[config.mk]
export PLATFORM = sky130hd
export DESIGN_NAME = os_match_timer
export DESIGN_NICKNAME = d
export VERILOG_FILES = /design/src/rtl/omt_pkg.sv /design/src/rtl/omt_counter.sv /design/src/rtl/omt_match_chan.sv /design/src/rtl/os_match_timer.sv
export SDC_FILE = /design/constraint.sdc
export NUM_CORES = 1
export LEC_CHECK = 0
export BUFFER_PORTS_ARGS = -buffer_cell sky130_fd_sc_hd__buf_2
export CAP_MARGIN = 5
export CORE_MARGIN = 4
export CORE_UTILIZATION = 33
export DETAILED_ROUTE_END_ITERATION = 6
export PLACE_DENSITY = 0.57
export SYNTH_ARGS = -nofsm -noshare
export SYNTH_HDL_FRONTEND = slang
export SYNTH_HIERARCHICAL = 1
export SYNTH_SLANG_ARGS = --single-unit
[constraint.sdc]
create_clock -name clk -period 4.3 [get_ports clk]
set_input_delay 0 -clock clk [delete_from_list [all_inputs] [get_ports clk]]
set_output_delay 0 -clock clk [all_outputs]
set_load 0.01 [all_outputs]
[src/rtl/omt_pkg.sv]
package omt_pkg;
  localparam int DATA_W   = 32;
  localparam int N_CHAN   = 4;
  localparam int IEN_W    = 12;
  // byte offsets of the register map; channel k compare sits at CMP_BASE + 4*k
  localparam int CMP_BASE = 'h00;
  localparam int CNT_OFS  = 'h10;
  localparam int PEND_OFS = 'h14;
  localparam int WDOG_OFS = 'h18;
  localparam int IEN_OFS  = 'h1C;
endpackage

[src/rtl/omt_counter.sv]
module omt_counter #(
  parameter int DW = 32
) (
  input  logic          clk,
  input  logic          rst_n,
  input  logic          tick_en,
  input  logic          load,
  input  logic [DW-1:0] load_val,
  output logic [DW-1:0] cnt_q,
  output logic [DW-1:0] cnt_inc,
  output logic          advance
);
  assign cnt_inc = cnt_q + DW'(1);
  assign advance = tick_en && !load;

  always_ff @(posedge clk or negedge rst_n) begin
    if (!rst_n)       cnt_q <= '0;
    else if (load)    cnt_q <= load_val;
    else if (tick_en) cnt_q <= cnt_inc;
  end


  cnt_step_chk: assert property (@(posedge clk) disable iff (!rst_n)
    (tick_en && !load) |=> (cnt_q == $past(cnt_q) + DW'(1)));

  cnt_hold_chk: assert property (@(posedge clk) disable iff (!rst_n)
    (!tick_en && !load) |=> $stable(cnt_q));

  cnt_load_chk: assert property (@(posedge clk) disable iff (!rst_n)
    load |=> (cnt_q == $past(load_val)));
endmodule

[src/rtl/omt_match_chan.sv]
module omt_match_chan #(
  parameter int DW = 32
) (
  input  logic          clk,
  input  logic          rst_n,
  input  logic          wr,
  input  logic [DW-1:0] wdata,
  input  logic          advance,
  input  logic [DW-1:0] cnt_inc,
  output logic [DW-1:0] cmp_q,
  output logic          hit
);
  always_ff @(posedge clk or negedge rst_n) begin
    if (!rst_n)  cmp_q <= '0;
    else if (wr) cmp_q <= wdata;
  end

  // a match is the counter stepping onto the compare value
  assign hit = advance && (cnt_inc == cmp_q);


  cmp_hold_chk: assert property (@(posedge clk) disable iff (!rst_n)
    !wr |=> $stable(cmp_q));
endmodule

[src/rtl/os_match_timer.sv]
module os_match_timer
  import omt_pkg::*;
#(
  parameter int DW   = DATA_W,
  parameter int AW   = 8,
  parameter int NCH  = N_CHAN,
  parameter int IEW  = IEN_W
) (
  input  logic          clk,
  input  logic          rst_n,
  input  logic          tick_en,
  input  logic          reg_we,
  input  logic [AW-1:0] reg_addr,
  input  logic [DW-1:0] reg_wdata,
  output logic [DW-1:0] reg_rdata,
  output logic [NCH-1:0] irq_o,
  output logic          wdt_rst_req
);
  localparam int WDG_CH = NCH - 1;
  localparam logic [AW-1:0] A_CNT  = AW'(CNT_OFS);
  localparam logic [AW-1:0] A_PEND = AW'(PEND_OFS);
  localparam logic [AW-1:0] A_WDOG = AW'(WDOG_OFS);
  localparam logic [AW-1:0] A_IEN  = AW'(IEN_OFS);

  logic [DW-1:0]  cnt_q, cnt_inc;
  logic           advance;
  logic [DW-1:0]  cmp_q [NCH];
  logic [NCH-1:0] hit;
  logic [NCH-1:0] pend_q, pend_clr;
  logic [IEW-1:0] ien_q;
  logic [DW-1:0]  wdog_q;
  logic           wr_cnt, wr_pend, wr_wdog, wr_ien;

  assign wr_cnt  = reg_we && (reg_addr == A_CNT);
  assign wr_pend = reg_we && (reg_addr == A_PEND);
  assign wr_wdog = reg_we && (reg_addr == A_WDOG);
  assign wr_ien  = reg_we && (reg_addr == A_IEN);

  omt_counter #(.DW(DW)) u_cnt (
    .clk(clk), .rst_n(rst_n), .tick_en(tick_en), .load(wr_cnt),
    .load_val(reg_wdata), .cnt_q(cnt_q), .cnt_inc(cnt_inc), .advance(advance)
  );

  for (genvar k = 0; k < NCH; k++) begin : g_ch
    logic wr_cmp;
    assign wr_cmp = reg_we && (reg_addr == AW'(CMP_BASE + 4 * k));
    omt_match_chan #(.DW(DW)) u_ch (
      .clk(clk), .rst_n(rst_n), .wr(wr_cmp), .wdata(reg_wdata),
      .advance(advance), .cnt_inc(cnt_inc), .cmp_q(cmp_q[k]), .hit(hit[k])
    );


    pend_needs_en_chk: assert property (@(posedge clk) disable iff (!rst_n)
      $rose(pend_q[k]) |-> $past(ien_q[k]));

    pend_fall_by_write_chk: assert property (@(posedge clk) disable iff (!rst_n)
      $fell(irq_o[k]) |-> $past(wr_pend && reg_wdata[k]));
  end

  // write-one-to-clear, restricted to bits already pending; a new match wins
  assign pend_clr = wr_pend ? (reg_wdata[NCH-1:0] & pend_q) : '0;

  always_ff @(posedge clk or negedge rst_n) begin
    if (!rst_n) pend_q <= '0;
    else        pend_q <= (pend_q & ~pend_clr) | (hit & ien_q[NCH-1:0]);
  end

  always_ff @(posedge clk or negedge rst_n) begin
    if (!rst_n)      ien_q <= '0;
    else if (wr_ien) ien_q <= reg_wdata[IEW-1:0];
  end

  always_ff @(posedge clk or negedge rst_n) begin
    if (!rst_n) begin
      wdog_q      <= '0;
      wdt_rst_req <= 1'b0;
    end else if (hit[WDG_CH] && wdog_q[0]) begin
      wdog_q      <= '0;
      wdt_rst_req <= 1'b1;
    end else begin
      wdt_rst_req <= 1'b0;
      if (wr_wdog) wdog_q <= reg_wdata;
    end
  end

  assign irq_o = pend_q;

  always_comb begin
    reg_rdata = '0;
    if (reg_addr == A_CNT)  reg_rdata = cnt_q;
    if (reg_addr == A_PEND) reg_rdata = {{(DW-NCH){1'b0}}, pend_q};
    if (reg_addr == A_WDOG) reg_rdata = wdog_q;
    if (reg_addr == A_IEN)  reg_rdata = {{(DW-IEW){1'b0}}, ien_q};
    for (int k = 0; k < NCH; k++)
      if (reg_addr == AW'(CMP_BASE + 4 * k)) reg_rdata = cmp_q[k];
  end


  wdog_cleared_chk: assert property (@(posedge clk) disable iff (!rst_n)
    wdt_rst_req |-> (wdog_q == '0));

  rst_req_pulse_chk: assert property (@(posedge clk) disable iff (!rst_n)
    wdt_rst_req |=> !wdt_rst_req);

  no_req_unarmed_chk: assert property (@(posedge clk) disable iff (!rst_n)
    !$past(wdog_q[0]) |-> !wdt_rst_req);
endmodule

# Yosys cells after proc, flatten, opt, wreduce, memory -nomap -nowiden
# Cells that the tools add are included.
# Widths: inputs -> output; s select.
# totals
reg_bits	209
input_bits	44
output_inout_bits	37
elab_cells	58
# classes
addsub	1
eq_ne	11
muxes	14
n_bitwise	5
n_reduce_logical	18
# ops
op	n
$mux 32	12
$eq 32x32->1	4
$add 32x1->32 const B	1
$eq 8x5->1 const B	4
$eq 8x4->1 const B	2
$logic_and 1x1->1	14
$and 4x4->4	3
$eq 8x3->1 const B	1
$logic_not 8->1	1
$mux 4	1
$not 4->4	1
$or 4x4->4	1
$reduce_bool 2->1	2
$logic_not 1->1	1
$mux 1	1

# Depth between registers and ports, before layout
# depth
ltp_word	9
ltp_mapped	15
depth_no_buf	12

# Hierarchy
# Netlist, hierarchy kept.
# by_module_without_submodules
module	instances	cells_each	area_each_um2	seq_area_each_um2
omt_match_chan	4	112	1535.2	800.8
os_match_timer	1	432	3930.0	1226.2
omt_counter	1	302	2412.3	800.8

# Least setup slack after synthesis
# Ideal clock, no wire load.
# synth_path
path_type	register to register
from	register u_cnt.cnt_q[5]
to	register wdog_q[0]
setup_time_ns	0.121
arrival_ns	3.466
t_required_ns	4.179
slack_ns	0.713
path_stages_with_launch	16
path_buffers	4
period_less_slack_ns	3.587
cell_sequence	dfrtp_1 -> buf_2 -> nand3_2 -> or4_1 -> buf_2 -> clkbuf_1 -> nor3_1 -> xor2_1 -> xor2_1 -> nor4_1 -> nand4_1 -> nor3_2 -> and2_1 -> o21ba_4 -> buf_6 -> a22o_1
# synth_between
elab_chain_cells	5
elab_cells_between_ends	6
classes_between	add/sub: 1; eq/ne: 1; mux: 1; reduce/logical: 3
# synth_lines
item	line_no	text
from (decl)	omt_counter.sv:9	output logic [DW-1:0] cnt_q,
from (signal assigned)	omt_counter.sv:18	else if (load) cnt_q <= load_val;
from (signal assigned)	omt_counter.sv:19	else if (tick_en) cnt_q <= cnt_inc;
$add 32x1->32 *	omt_counter.sv:13	assign cnt_inc = cnt_q + DW'(1);
net cnt_inc[30]	os_match_timer.sv:25	logic [DW-1:0] cnt_q, cnt_inc;
$eq 32x32->1 *	omt_match_chan.sv:19	assign hit = advance && (cnt_inc == cmp_q);
$logic_and 1x1->1 *	omt_match_chan.sv:19	
net hit[3]	os_match_timer.sv:28	logic [NCH-1:0] hit;
$logic_and 1x1->1 *	os_match_timer.sv:77	end else if (hit[WDG_CH] && wdog_q[0]) begin
$mux 32 / $reduce_bool 2->1 (equally long branches)	--	
to (signal assigned)	os_match_timer.sv:82	if (wr_wdog) wdog_q <= reg_wdata;
to (decl)	os_match_timer.sv:31	logic [DW-1:0] wdog_q;
# Mark *: on every way through the listed nets, which the timed path passes. The rest lies on a longest branch.
# A chain may end at the register's enable or synchronous reset.

# Final worst setup path
# layout_path
from	register u_cnt.cnt_q[2]
to	register wdog_q[31]
# The elaborated chain is that of the path after synthesis.

==> impl_metrics.yaml <==
run_status:
  run_status: "complete, no violations"
synth:
  synthCells: 1182
  synth_top_cells_by_area: "dfrtp_1 (42%), mux2_2 (14%), xor2_1 (10%)"
  yosysWarnings: 6
  yosysMostFrequentCell: "dfrtp_1"
  synthFlopType: "dfrtp_1"
  yosysUniqueCellTypes: 55
  avgSynthCellArea_sq_um: 10.6
  synth_commonest_cells: "dfrtp_1 (209), mux2_2 (153), xor2_1 (147), nand2_1 (68), a22o_1 (59)"
  async_flop_share_pct: 100
  syn_area_sq_um: 12500
  syn-num-nets: 1227
  ys_seq_area_share_pct: 41.9
  synth_edf_count: 0
  yosysTopAreaCellShare_pct: 41.9
  synth_seq_cells: 209
  yosysTopAreaCell: "dfrtp_1"
critical_path:
  timing.rr.start: "u_cnt/cnt_q[2]"
  worstPathRequired_ps: 4710
  reg2reg_slack_ps: 200
  end_kind: "flip-flop"
  critPathKind: "reg -> reg"
  reg2regPathDepth: 13
  crit_arrival_ps: 4510
  reg2reg_to: "wdog_q[31]"
  startpoint_type: "flip-flop"
  crit_fanout: 19
grt:
  grt-ovfl-total: 0
  grt_antenna_before_repair: 0
  grt_pass1_vias: 10300
  grtUsageTotal_pct: 21.1
  grt_max_degree: 107
  grt_first_pass_wirelength_mm: 67.6
sta:
  drv_slew: 0
  worst_slew_margin_rel_pct: 28.2
  hold_viol_final: 0
  finClkSkew_ps: 10.5
  finalCritPeriodShare_pct: 95.4
  layout_min_cycle_time_ps: 4100
  rsz0062_at_grt: "false"
  max_freq_mhz: 244
  tightest_slew_ps: 1080
  setup_violations: 0
  setup_tns_ps: 0
clock_network:
  cts_sinks: 209
  clock-root-buffer: "clkbuf_16"
  cts_max_level: 1
  insertion_delay_ps: 520
  cts_tree: "done"
  cts_buffers: 25
  clkTransAtPathRegs_ps: 60
  post-cts-setup-buffers: 0
  cts_buffer_depth: 3
detailed_routing:
  vias: 10300
  wl_met2_mm: 20.2
  initialDrtViolationCount: 900
  viasPerCell: 5.70
  wl_met3_mm: 2.99
  firstDrtPassIters: 5
  drt-total-wl_mm: 44.2
  met1_length_mm: 19.9
  drc: 0
  maxUsedRoutingLayer: "met4"
  ant_nets: 0
  avgRoutedWirePerCell_um: 24.4
floorplanning:
  rows: 70
  die_x_um: 202
  die_y_um: 202
  boundaryPins: 81
  floorplan.initialDensity_pct: 33.8
  die_area_sq_um: 41000
  coreArea_sq_um: 37000
cells_and_area:
  fill_cells: 3667
  drive_gt1_share_pct: 28.3
  nets: 1337
  diodes: 0
  syn_to_final_growth_pct: 18.8
power_and_ir_drop:
  ir_worst_vdd_v: 0.000249
  power_mw: 5.85
  pwr_density_cell_nw_per_um2: 394
  total_leakage_power_nw: 6.98
place:
  port_buffers: 80
  gp_congestion: 0.973
  hpwl_mm: 31.6
min_path:
  min_from: "reg_we"
  whs_endpoint: "g_ch[1].u_ch/cmp_q[2]"
  hold_path_class: "in -> reg"
  hold_depth: 4
job:
  max-cap-violations: 0
[how the worst max path moves through the flow]
stage	from	to	slack [ps]	depth (start not counted)
global placement	u_cnt/cnt_q[8]	wdog_q[24]	330	12
finish	u_cnt/cnt_q[2]	wdog_q[31]	200	13
floorplan	u_cnt/cnt_q[5]	wdog_q[0]	710	15
detailed placement	u_cnt/cnt_q[8]	wdog_q[31]	240	13
CTS	u_cnt/cnt_q[8]	wdog_q[31]	220	12
global route	u_cnt/cnt_q[2]	wdog_q[31]	30	13
[kinds of logic after synthesis]
logic type / after synthesis / share of synthesized area [%]
and+or+nand+nor: 294 / 13.2
AOI/OAI and AO/OA: 240 / 13.4
DFF: 209 / 41.9
muxes: 171 / 15.9
xor gates and xnor gates: 170 / 11.9
buffers and inverters: 97 / 3.65
adders and majority gates: 1 / 0.100
[where the power goes]
part / internal (mW) / switching (mW)
Combinational: 0.489 / 0.848
Clock: 1.39 / 0.849
Sequential: 2.10 / 0.179
Total: 3.97 / 1.88
[metal layers]
metal	vias up	global-route usage [%]
li1	4580	-
met1	5259	30.7
met2	432	33.4
met3	59	3.08
met4	0	5.38
met5	-	0
[registers in the layout, indices dropped and copies added, names as in the netlist]
| register | count |
|---|---|
| g_ch.u_ch/cmp_q | 128 |
| irq_o | 4 |
| wdt_rst_req | 1 |
| wdog_q | 32 |
| ien_q | 12 |
| u_cnt/cnt_q | 32 |
[worst max-delay path, stage by stage, from the launching register on]
cell     delay [ps]
dfrtp_1         550
nand4_2         320
or3_1           540
nor2_1          170
xor2_1          250
buf_4           190
xor2_1           80
nor4_1          470
nand3_1         190
nor3_2          290
and2_1          270
nor3_4          130
buf_4           300
a22o_1          210
[cell type report]
type                       instances  area, sq um  area share [%]
tap                              504          631            4.25
multi-input combinational        876         6850            46.2
clock buffer                      32          702            4.73
sequential                       209         5230            35.3
clock inverter                    12          164            1.11
inverter                           6         22.5           0.152
timing repair buffer             174         1230            8.27
[per-stage QoR]
step                utilization [%]  instances  hold WS [ps]  worst slack, ps  area [sq um]
floorplan                         -       1182          -296              713         12500
global placement               36.8       1735           122              328         13600
detailed placement             36.8       1735           124              242         13600
CTS                            40.1       1813          82.5              217         14800
global route                   40.1       1813           119             28.6         14800
finish                         40.1       1813           103              199         14800
[cell usage in the layout, fill, tap and decap left out, types with 10 or more instances in the layout]
cell type	n
dfrtp_1	209
mux2_2	153
xor2_1	147
buf_2	79
nand2_1	68
a22o_1	59
buf_4	58
o21ai_0	35
dlygate4sd3_1	34
nor2_1	30
a21oi_1	30
o22ai_1	29
nor4_1	29
a22oi_1	26
nand3_1	25
clkbuf_16	25
nor3_1	23
xnor2_1	23
nand4_1	20
o31ai_1	17
or4_1	17
a31oi_1	14
nor2b_1	13
o211ai_1	10
or3_1	10
[what timing repair did]
item	4_1_cts	5_1_grt
endpoints found under the hold margin	311	0
endpoints found under the setup margin	0	32
hold buffers	34	0
gates resized for setup	0	2
Note: power is estimated with default switching activity, not from simulation.
